`src/rtl/cvsd_pkg.sv`:
```
package cvsd_pkg;
   // Source of the bit that feeds the history register and the integrator.
   typedef enum logic {
      SRC_DATA    = 1'b0,
      SRC_COMPARE = 1'b1
   } bit_src_e;

   // Alternating start pattern: bit i holds i mod 2.
   function automatic logic [7:0] alt_pattern();
      logic [7:0] p;
      for (int i = 0; i < 8; i++) p[i] = i[0];
      return p;
   endfunction
endpackage

```
`src/rtl/cvsd_history.sv`:
```
module cvsd_history #(
   parameter int HIST_LEN = 4
) (
   input  logic                clk,
   input  logic                rst,
   input  logic                bit_in,
   output logic [HIST_LEN-1:0] hist_q,
   output logic                run_n
);
   localparam logic [7:0]          ALT_FULL = cvsd_pkg::alt_pattern();
   localparam logic [HIST_LEN-1:0] ALT_INIT = ALT_FULL[HIST_LEN-1:0];

   generate
      if (HIST_LEN < 3 || HIST_LEN > 4) begin : g_bad_len
         $error("cvsd_history: HIST_LEN must be 3 or 4");
      end
   endgenerate

   always_ff @(negedge clk) begin
      if (rst) hist_q <= ALT_INIT;
      else     hist_q <= {hist_q[HIST_LEN-2:0], bit_in};
   end

   always_comb run_n = !((&hist_q) || !(|hist_q));

   // an active run survives only if the new bit matches the old ones
   p_run_continues_r4: assert property (@(negedge clk) disable iff (rst)
      !run_n |=> (run_n == ($past(bit_in) != $past(hist_q[0]))));
endmodule

```
`src/rtl/cvsd_syllabic.sv`:
```
module cvsd_syllabic #(
   parameter int STEP_W       = 10,
   parameter int STEP_MIN     = 4,
   parameter int STEP_MAX     = 512,
   parameter int CHARGE_SHIFT = 2,
   parameter int DECAY_SHIFT  = 5
) (
   input  logic              clk,
   input  logic              rst,
   input  logic              run,
   output logic [STEP_W-1:0] step_q
);
   localparam logic [STEP_W-1:0] SMIN = STEP_W'(STEP_MIN);
   localparam logic [STEP_W-1:0] SMAX = STEP_W'(STEP_MAX);

   generate
      if (STEP_MIN < 1 || STEP_MIN > STEP_MAX || STEP_MAX >= (1 << STEP_W)) begin : g_bad_lim
         $error("cvsd_syllabic: need 1 <= STEP_MIN <= STEP_MAX < 2**STEP_W");
      end
      if (DECAY_SHIFT < CHARGE_SHIFT) begin : g_bad_shift
         $error("cvsd_syllabic: DECAY_SHIFT must not be below CHARGE_SHIFT");
      end
   endgenerate

   logic [STEP_W-1:0] gap_up, gap_dn, inc, dec;
   logic [STEP_W:0]   up_sum;
   logic [STEP_W-1:0] step_d;

   always_comb begin
      gap_up = SMAX - step_q;
      gap_dn = step_q - SMIN;
      inc    = gap_up >> CHARGE_SHIFT;
      dec    = gap_dn >> DECAY_SHIFT;
      if (inc == '0 && gap_up != '0) inc = STEP_W'(1);
      if (dec == '0 && gap_dn != '0) dec = STEP_W'(1);
      up_sum = {1'b0, step_q} + {1'b0, inc};
      if (run) step_d = (up_sum > {1'b0, SMAX}) ? SMAX : up_sum[STEP_W-1:0];
      else     step_d = (step_q - dec < SMIN) ? SMIN : step_q - dec;
   end

   always_ff @(negedge clk) begin
      if (rst) step_q <= SMIN;
      else     step_q <= step_d;
   end

   // a run below the ceiling always raises the step
   p_step_charge_r6: assert property (@(negedge clk) disable iff (rst)
      (run && step_q < SMAX) |=> (step_q > $past(step_q)));
   // no run above the floor always lowers the step
   p_step_decay_r7: assert property (@(negedge clk) disable iff (rst)
      (!run && step_q > SMIN) |=> (step_q < $past(step_q)));
endmodule

```
`src/rtl/cvsd_integrator.sv`:
```
module cvsd_integrator #(
   parameter int SAMPLE_W   = 12,
   parameter int STEP_W     = 10,
   parameter int LEAK_SHIFT = 6
) (
   input  logic                       clk,
   input  logic                       rst,
   input  logic                       down,
   input  logic [STEP_W-1:0]          step,
   output logic signed [SAMPLE_W-1:0] acc_q
);
   localparam int EW = SAMPLE_W + 2;
   localparam logic signed [EW-1:0] MAXV = {3'b000, {(SAMPLE_W-1){1'b1}}};
   localparam logic signed [EW-1:0] MINV = {3'b111, {(SAMPLE_W-1){1'b0}}};

   generate
      if (STEP_W >= SAMPLE_W) begin : g_bad_step
         $error("cvsd_integrator: STEP_W must be narrower than SAMPLE_W");
      end
      if (LEAK_SHIFT < 1 || LEAK_SHIFT >= SAMPLE_W) begin : g_bad_leak
         $error("cvsd_integrator: LEAK_SHIFT out of range");
      end
   endgenerate

   logic signed [EW-1:0] acc_ext, leak, stp, wide;

   always_comb begin
      acc_ext = {{2{acc_q[SAMPLE_W-1]}}, acc_q};
      leak    = acc_ext >>> LEAK_SHIFT;
      stp     = $signed({{(EW-STEP_W){1'b0}}, step});
      wide    = acc_ext - leak + (down ? -stp : stp);
      if (wide > MAXV)      wide = MAXV;
      else if (wide < MINV) wide = MINV;
   end

   always_ff @(negedge clk) begin
      if (rst) acc_q <= '0;
      else     acc_q <= wide[SAMPLE_W-1:0];
   end

   // leaving reset starts the integrator from zero
   p_reset_zero_r1: assert property (@(negedge clk) disable iff (rst)
      $past(rst) |-> (acc_q == '0));
   // rising from positive never wraps negative
   p_no_wrap_up_r8: assert property (@(negedge clk) disable iff (rst)
      (!down && acc_q > 0) |=> (acc_q > 0));
   // falling from negative never wraps positive
   p_no_wrap_dn_r8: assert property (@(negedge clk) disable iff (rst)
      (down && acc_q < 0) |=> (acc_q < 0));
endmodule

```
`src/rtl/cvsd_codec.sv`:
```
module cvsd_codec #(
   parameter int SAMPLE_W     = 12,
   parameter int HIST_LEN     = 4,
   parameter int STEP_W       = 10,
   parameter int STEP_MIN     = 4,
   parameter int STEP_MAX     = 512,
   parameter int CHARGE_SHIFT = 2,
   parameter int DECAY_SHIFT  = 5,
   parameter int LEAK_SHIFT   = 6
) (
   input  logic                       bit_clk,
   input  logic                       rst,
   input  logic                       enc_mode,
   input  logic                       data_in,
   input  logic signed [SAMPLE_W-1:0] sample_in,
   output logic                       delta_out,
   output logic                       run_n,
   output logic signed [SAMPLE_W-1:0] recon_out
);
   import cvsd_pkg::*;

   bit_src_e          src;
   logic              cmp_bit, new_bit;
   logic [HIST_LEN-1:0] hist;
   logic [STEP_W-1:0] step;

   always_comb begin
      src     = bit_src_e'(enc_mode);
      cmp_bit = (recon_out > sample_in);
      new_bit = (src == SRC_COMPARE) ? cmp_bit : !data_in;
   end

   cvsd_history #(.HIST_LEN(HIST_LEN)) u_hist (
      .clk(bit_clk), .rst(rst), .bit_in(new_bit), .hist_q(hist), .run_n(run_n)
   );

   cvsd_syllabic #(
      .STEP_W(STEP_W), .STEP_MIN(STEP_MIN), .STEP_MAX(STEP_MAX),
      .CHARGE_SHIFT(CHARGE_SHIFT), .DECAY_SHIFT(DECAY_SHIFT)
   ) u_syl (
      .clk(bit_clk), .rst(rst), .run(!run_n), .step_q(step)
   );

   cvsd_integrator #(
      .SAMPLE_W(SAMPLE_W), .STEP_W(STEP_W), .LEAK_SHIFT(LEAK_SHIFT)
   ) u_int (
      .clk(bit_clk), .rst(rst), .down(new_bit), .step(step), .acc_q(recon_out)
   );

   always_comb delta_out = hist[0];

   // encode decision polarity, output high when feedback exceeds input
   p_encode_polarity_r2: assert property (@(negedge bit_clk) disable iff (rst)
      enc_mode |=> (delta_out == ($signed($past(recon_out)) > $signed($past(sample_in)))));
   // data input is inverted onto the output bit
   p_data_inverts_r3: assert property (@(negedge bit_clk) disable iff (rst)
      !enc_mode |=> (delta_out != $past(data_in)));
endmodule

```
`config.mk`:
```
export PLATFORM = sky130hd
export DESIGN_NAME = cvsd_codec
export DESIGN_NICKNAME = d
export VERILOG_FILES = /design/src/rtl/cvsd_pkg.sv /design/src/rtl/cvsd_history.sv /design/src/rtl/cvsd_syllabic.sv /design/src/rtl/cvsd_integrator.sv /design/src/rtl/cvsd_codec.sv
export SDC_FILE = /design/constraint.sdc
export NUM_CORES = 1
export LEC_CHECK = 0
export ABC_AREA = 1
export BUFFER_PORTS_ARGS = -buffer_cell sky130_fd_sc_hd__buf_4
export CORE_MARGIN = 10
export CORE_UTILIZATION = 55
export DETAILED_ROUTE_END_ITERATION = 16
export MAX_ROUTING_LAYER = met4
export PLACE_DENSITY_LB_ADDON = 0.08
export REMOVE_ABC_BUFFERS = 1
export SYNTH_ARGS = -nofsm -noshare
export SYNTH_HDL_FRONTEND = slang
export SYNTH_SLANG_ARGS = --single-unit
```
`constraint.sdc`:
```
create_clock -name bit_clk -period 12 [get_ports bit_clk]
set_input_delay 1.8 -clock bit_clk [delete_from_list [all_inputs] [get_ports bit_clk]]
set_output_delay 1.8 -clock bit_clk [all_outputs]
set_load 0.02 [all_outputs]
```
==> results of run 1 <==
-- worst register-to-register path, stage by stage, from the launching register on --
cell and delay (ns):
dfxtp_1 0.62, ha_1 0.34, nand2_1 0.08, inv_2 0.04, a21oi_1 0.24, nand3_1 0.12
nand2_1 0.08, nand3_2 0.08, nand2_4 0.18, inv_1 0.16, o21ai_0 0.23, buf_4 0.16
fa_1 0.41, ha_1 0.38, nand3_1 0.11, nand2_1 0.14, nand2_1 0.10, nand3_1 0.09
nand2_1 0.09, o21ai_0 0.31, a31oi_1 0.17, xor2_1 0.17, nand3_1 0.10, nand2_1 0.06
-- final timing paths --
kind / startpoint / endpoint / slack, ns / cells past startpoint
worst max-delay path: sample_in[9] / u_int.acc_q[9] / 0.54 / 25
worst min-delay path: u_hist.hist_q[2] / u_hist.hist_q[3] / 0.44 / 2
worst max register to register: u_int.acc_q[11] / u_int.acc_q[9] / 7.44 / 23
worst min register to register: u_hist.hist_q[2] / u_hist.hist_q[3] / 0.44 / 2
-- synthesized netlist by cell type (6+ instances only) --
| master | instances |
|---|---|
| inv_2 | 7 |
| fa_1 | 13 |
| a21oi_1 | 28 |
| nand2_2 | 6 |
| xnor2_1 | 7 |
| o21ai_0 | 23 |
| nand3_1 | 37 |
| nor2_1 | 24 |
| inv_1 | 97 |
| ha_1 | 44 |
| nor2_2 | 6 |
| dfxtp_1 | 26 |
| nand4_1 | 6 |
| nor3_1 | 9 |
| nand3_2 | 6 |
| xor2_1 | 26 |
| nand2_1 | 103 |
-- per-stage QoR --
step	area, um^2	setup WS (ns)	utilization [%]	hold WS (ns)	cells
finish	3950	0.541	62.9	0.442	639
global route	3950	0.177	62.9	0.497	639
CTS	3950	0.551	62.9	0.442	639
detailed placement	3810	0.193	60.7	0.436	610
global placement	3810	0.260	60.7	0.427	610
floorplan	3490	0.852	-	0.419	503
-- state kept, by name (all words and copies together) (netlist names) --
signal and count:
u_syl.step_q 10, u_hist.hist_q 4, u_int.acc_q 12
-- final cells by class --
type / count / area, um^2
sequential: 26 / 520
timing repair buffer: 30 / 225
inverter: 103 / 387
clock inverter: 27 / 104
fill: 639 / 2330
tap: 77 / 96.3
clock buffer: 3 / 41.3
multi-input combinational: 373 / 2580
-- cells in the final DEF (no fill, tap or decap), types with 4 or more instances in the layout --
master   Yosys  final
nand3_2      6      6
nand4_1      6      6
inv_2        7      7
nor2_2       6      6
nor3_1       9      9
dfxtp_1     26     26
inv_1       97    122
nand3_1     37     37
nand3_4      4      4
fa_1        13     13
xor2_1      26     26
nand2_2      6      6
nand2_1    103    103
o21ai_0     23     23
a21oi_1     28     28
nor2_1      24     24
or2_2        4      4
xnor2_1      7      7
ha_1        44     44
buf_4        0     30
-- routing by layer --
layer  global-route usage [%]  up-vias  wire (um)
met3                     4.05       20        472
met4                     5.33        0        153
met2                     33.2       73       4470
li1                         -     1733          -
met1                     20.9     1487       3880
met5                        -        -          0
-- logic make-up (layout without fill, tap and decap cells) --
kind of cell    count (synthesis)  count (layout)  share of synthesized area [%]
xor+xnor                       33              33                           8.21
compound gates                 71              71                           11.9
buf+inv                       110             163                           12.0
fa+ha+maj                      57              57                           23.0
simple gates                  212             212                           30.0
flops                          26              26                           14.8
==> results by group, run 1 <==
Logic synthesis
  – Cell variety after synth: 39
  – Post-synth top area share: 15.6%
  – Synthesized area: 3520 um^2
  – Syn_area_per_cell: 6.91 um^2
  – EDFF count, synth: 0
  – Async SR Flop Fraction: 0%
  – Ys Warns: 0
  – Post-synthesis sequential area ratio: 14.8%
  – Gate Count Post-Synth: 509
  – #FFs+latches synth: 26
  – Leading area contributor after synthesis: ha_1
  – Synth top area cells: ha_1 (16%), dfxtp_1 (15%), nand2_1 (11%), inv_1 (10%), fa_1 (7.4%)
  – Most used DFF post-synth: dfxtp_1

STA
  – Worst-Margin Slew: 0.636 ns
  – Final number of setup-violating endpoints: 0
  – Final Slew Violations: 0
  – Relative slew slack: 57.5%
  – Clock skew: 0.0144 ns
  – Setup total negative slack: 0 ns
  – RSZ-0062 raised after global routing: no
  – Fin. Hold Viols: 0

Floorplan
  – Initial core utilization: 56.1%
  – Rows: 29
  – Ports: 30
  – Die H: 100 um
  – Die W: 100 um
  – Die Footprint: 10000 um^2
  – Core ar.: 6280 um^2

Placed design
  – I/O Buffers: 29
  – Post-DP HPWL: 7.51 mm
  – Gpl congestion: 0.980

Finish
  – Nets: 636
  – Synthesis-to-finish area growth: 12.2%
  – Diode count: 0
  – Share of cells above drive strength 1: 14.1%

CTS
  – CTS max path bufs: 2
  – Cts bufs inserted: 3
  – TritonCTS clock tree: done
  – Worst skew pair latency: 0.36 ns
  – Setup bufs post-CTS: 0
  – Post-CTS Resized: 0
  – CTS root buf: clkbuf_8
  – H-Tree Depth: 1
  – Hold_buf cts: 0
  – Clock sinks: 26
  – Clock slew at reported path FFs: 0.04 ns

Setup path
  – CP endpoint kind: register
  – Crit Path Max Fanout: 16
  – Critical Path RT: 6.24 ns
  – Largest stage delay, worst path: 0.41 ns
  – Cell family with most CP delay: simple AND/OR/NAND/NOR gates
  – Worst EP arrival: 5.70 ns
  – Worst Setup Start Kind: input pin
  – Slowest cell on crit path: fa_1
  – Setup CP Type: input pin to register
  – CP most frequent cell: nand2_1
  – Buf+Inv Stages, Crit Path: 4

GRT
  – Vias in the first global route: 3355
  – Total congestion overflow: 0
  – Global-route wire length before repair: 15.5 mm
  – Tot GR Track Use: 18.8%
  – Initial antenna violation count: 0
  – Pin count of the biggest net entering global routing: 17

Routing
  – Drt wl/cell: 14.1 um
  – Vias post-DR: 3313
  – Via density: 5.18
  – Detailed Routing Iterations Pass 1: 4
  – Routed WL: 8.98 mm
  – Remaining antenna violation count: 0
  – Iteration-0 DRC count of the detailed router: 118
  – Drc violations: 0

Job
  – Max Cap Viol: 0

Worst hold path
  – Class of the worst hold path: register to register

Run status
  – Outcome: completed
Power of run 1 is not shown: default switching activity piles up to over one toggle a cycle in this logic, so the estimate is an artifact.
==> run 2: changes to the inputs <==
--- a/config.mk
+++ b/config.mk
@@ -12,6 +12,7 @@
 export DETAILED_ROUTE_END_ITERATION = 16
 export MAX_ROUTING_LAYER = met4
 export PLACE_DENSITY_LB_ADDON = 0.08
+export RECOVER_POWER = 50
 export REMOVE_ABC_BUFFERS = 1
 export SYNTH_ARGS = -nofsm -noshare
 export SYNTH_HDL_FRONTEND = slang
==> run 2 against run 1 <==
Compared with the run above:
- global-route usage is the same
- register-to-register slack is essentially flat
- sequential share of layout area grew 0.10 points
- hold slack is essentially flat
- count of clock-buffer cells in the layout is the same
- wire length grew 0.27%
- via count grew 0.15%
- non-clock buffer count is the same
- utilization shrank 0.48 points
- final area shrank 0.76%
==> results by group, run 2 (synthesized netlist as in run 1, its figures left out) <==
Setup path
  – Worst EP arrival: 5.70 ns (about the same)
  – CP endpoint kind: register
  – Crit Path Max Fanout: 16 (unchanged)
  – Worst Setup Start Kind: input pin
  – Critical Path RT: 6.24 ns (about the same)
  – Setup CP Type: input pin to register

Floorplan
  – Die W: 100 um (unchanged)
  – Initial core utilization: 56.1% (unchanged)
  – Die H: 100 um (unchanged)
  – Die Footprint: 10000 um^2 (unchanged)
  – Core ar.: 6280 um^2 (unchanged)
  – Rows: 29 (unchanged)
  – Ports: 30 (unchanged)

Placed design
  – Post-DP HPWL: 7.51 mm (unchanged)
  – Dpl cells: 610 (unchanged)
  – I/O Buffers: 29 (unchanged)
  – Gpl congestion: 0.980 (unchanged)

CTS
  – CTS max path bufs: 2 (unchanged)
  – CTS root buf: clkbuf_8
  – Post-CTS Resized: 0 (unchanged)
  – Clock sinks: 26 (unchanged)
  – Setup bufs post-CTS: 0 (unchanged)
  – Clock slew at reported path FFs: 0.04 ns (about the same)
  – Worst skew pair latency: 0.36 ns (about the same)
  – TritonCTS clock tree: done
  – Hold_buf cts: 0 (unchanged)
  – H-Tree Depth: 1 (unchanged)
  – Cts bufs inserted: 3 (unchanged)

Finish
  – Biggest register: u_int.acc_q
  – Commonest non-fill, non-tap cell in the layout: inv_1
  – Diode count: 0 (unchanged)
  – Synthesis-to-finish area growth: 11.4%
  – Fillers: 642 (+0.47%)
  – Commonest cells after routing, fill and taps aside: inv_1 (122), nand2_1 (103), ha_1 (44), nand3_1 (37), a21oi_1 (28)
  – Share of cells above drive strength 1: 12.6% (-1.4 points)
  – Post-route core utilization: 62.4% (-0.48 points)
  – Max FFs per register: 12 (unchanged)
  – Final Non-Filler Cells: 639 (unchanged)
  – Biggest regs: u_int.acc_q (12), u_syl.step_q (10), u_hist.hist_q (4)
  – Nets: 636 (unchanged)

Routing
  – Drc violations: 0 (unchanged)
  – Vias post-DR: 3318 (+0.15%)
  – Detailed Routing Iterations Pass 1: 4 (unchanged)
  – Routed WL: 9.00 mm (+0.27%)
  – Iteration-0 DRC count of the detailed router: 121 (+2.5%)
  – Drt wl/cell: 14.1 um (+0.27%)
  – Remaining antenna violation count: 0 (unchanged)
  – Via density: 5.19 (+0.15%)

STA
  – Setup total negative slack: 0 ns (unchanged)
  – Relative slew slack: 58.2% (+0.64 points)
  – Final number of setup-violating endpoints: 0 (unchanged)
  – Final Slew Violations: 0 (unchanged)
  – RSZ-0062 raised after global routing: no
  – Fin. Hold Viols: 0 (unchanged)
  – Worst-Margin Slew: 0.627 ns (-0.00966 ns)
  – Clock skew: 0.0151 ns (+0.000640 ns)

Job
  – Max Cap Viol: 0 (unchanged)

GRT
  – Total congestion overflow: 0 (unchanged)
  – Pin count of the biggest net entering global routing: 17 (unchanged)
  – Tot GR Track Use: 18.8% (unchanged)
  – Global-route wire length before repair: 15.5 mm (unchanged)
  – Vias in the first global route: 3355 (unchanged)
  – Initial antenna violation count: 0 (unchanged)

Run status
  – Outcome: completed

Worst hold path
  – Class of the worst hold path: register to register
-- run 2: changes by cell type in the layout (fill, tap and decap cells not counted), sizes merged --
cell / change
buf: -8
clkbuf: +8
-- run 2: through the flow --
step                setup WS, ns  cell area [um^2]  hold WS (ns)
floorplan                  0.852              3490         0.419
global placement           0.260              3810         0.427
detailed placement         0.193              3810         0.436
CTS                        0.551              3950         0.442
global route               0.177              3920         0.497
finish                     0.536              3920         0.442
-- run 2: worst paths after layout --
check | to | depth (start not counted) | slack (ns) | startpoint
setup / recovery | u_int.acc_q[9] | 25 | 0.54 | sample_in[9]
setup reg to reg | u_int.acc_q[9] | 23 | 7.43 | u_int.acc_q[11]
hold reg to reg | u_hist.hist_q[3] | 2 | 0.44 | u_hist.hist_q[2]
hold / removal | u_hist.hist_q[3] | 2 | 0.44 | u_hist.hist_q[2]
-- run 2: critical path, stage by stage --
cell	delay, ns
buf_4	0.08
inv_1	0.03
ha_1	0.29
nand2_1	0.07
nand2_1	0.06
a21oi_1	0.23
nand3_1	0.12
nand2_1	0.08
nand3_2	0.08
nand2_4	0.18
inv_1	0.15
o21ai_0	0.23
buf_4	0.16
fa_1	0.41
ha_1	0.38
nand3_1	0.11
nand2_1	0.14
nand2_1	0.10
nand3_1	0.09
nand2_1	0.09
o21ai_0	0.31
a31oi_1	0.17
xor2_1	0.17
nand3_1	0.10
nand2_1	0.06
-- run 2: final cells by class --
cell class                 count  area (um^2)  share of cell area, %
sequential                    26          520                   13.3
clock inverter                27          104                   2.65
tap                           77         96.3                   2.46
multi-input combinational    373         2580                   65.7
inverter                     103          387                   9.86
clock buffer                   3         41.3                   1.05
timing repair buffer          30          195                   4.98
-- run 2: routing by layer --
metal / share of wire, % / vias up / track usage [%] / wire length, um
li1: - / 1734 / - / -
met1: 43 / 1493 / 20.9 / 3910
met2: 50 / 71 / 33.2 / 4480
met3: 5.2 / 20 / 4.05 / 467
met4: 1.7 / 0 / 5.33 / 153
met5: 0 / - / - / 0
Power of run 2 is left out for the same reason.
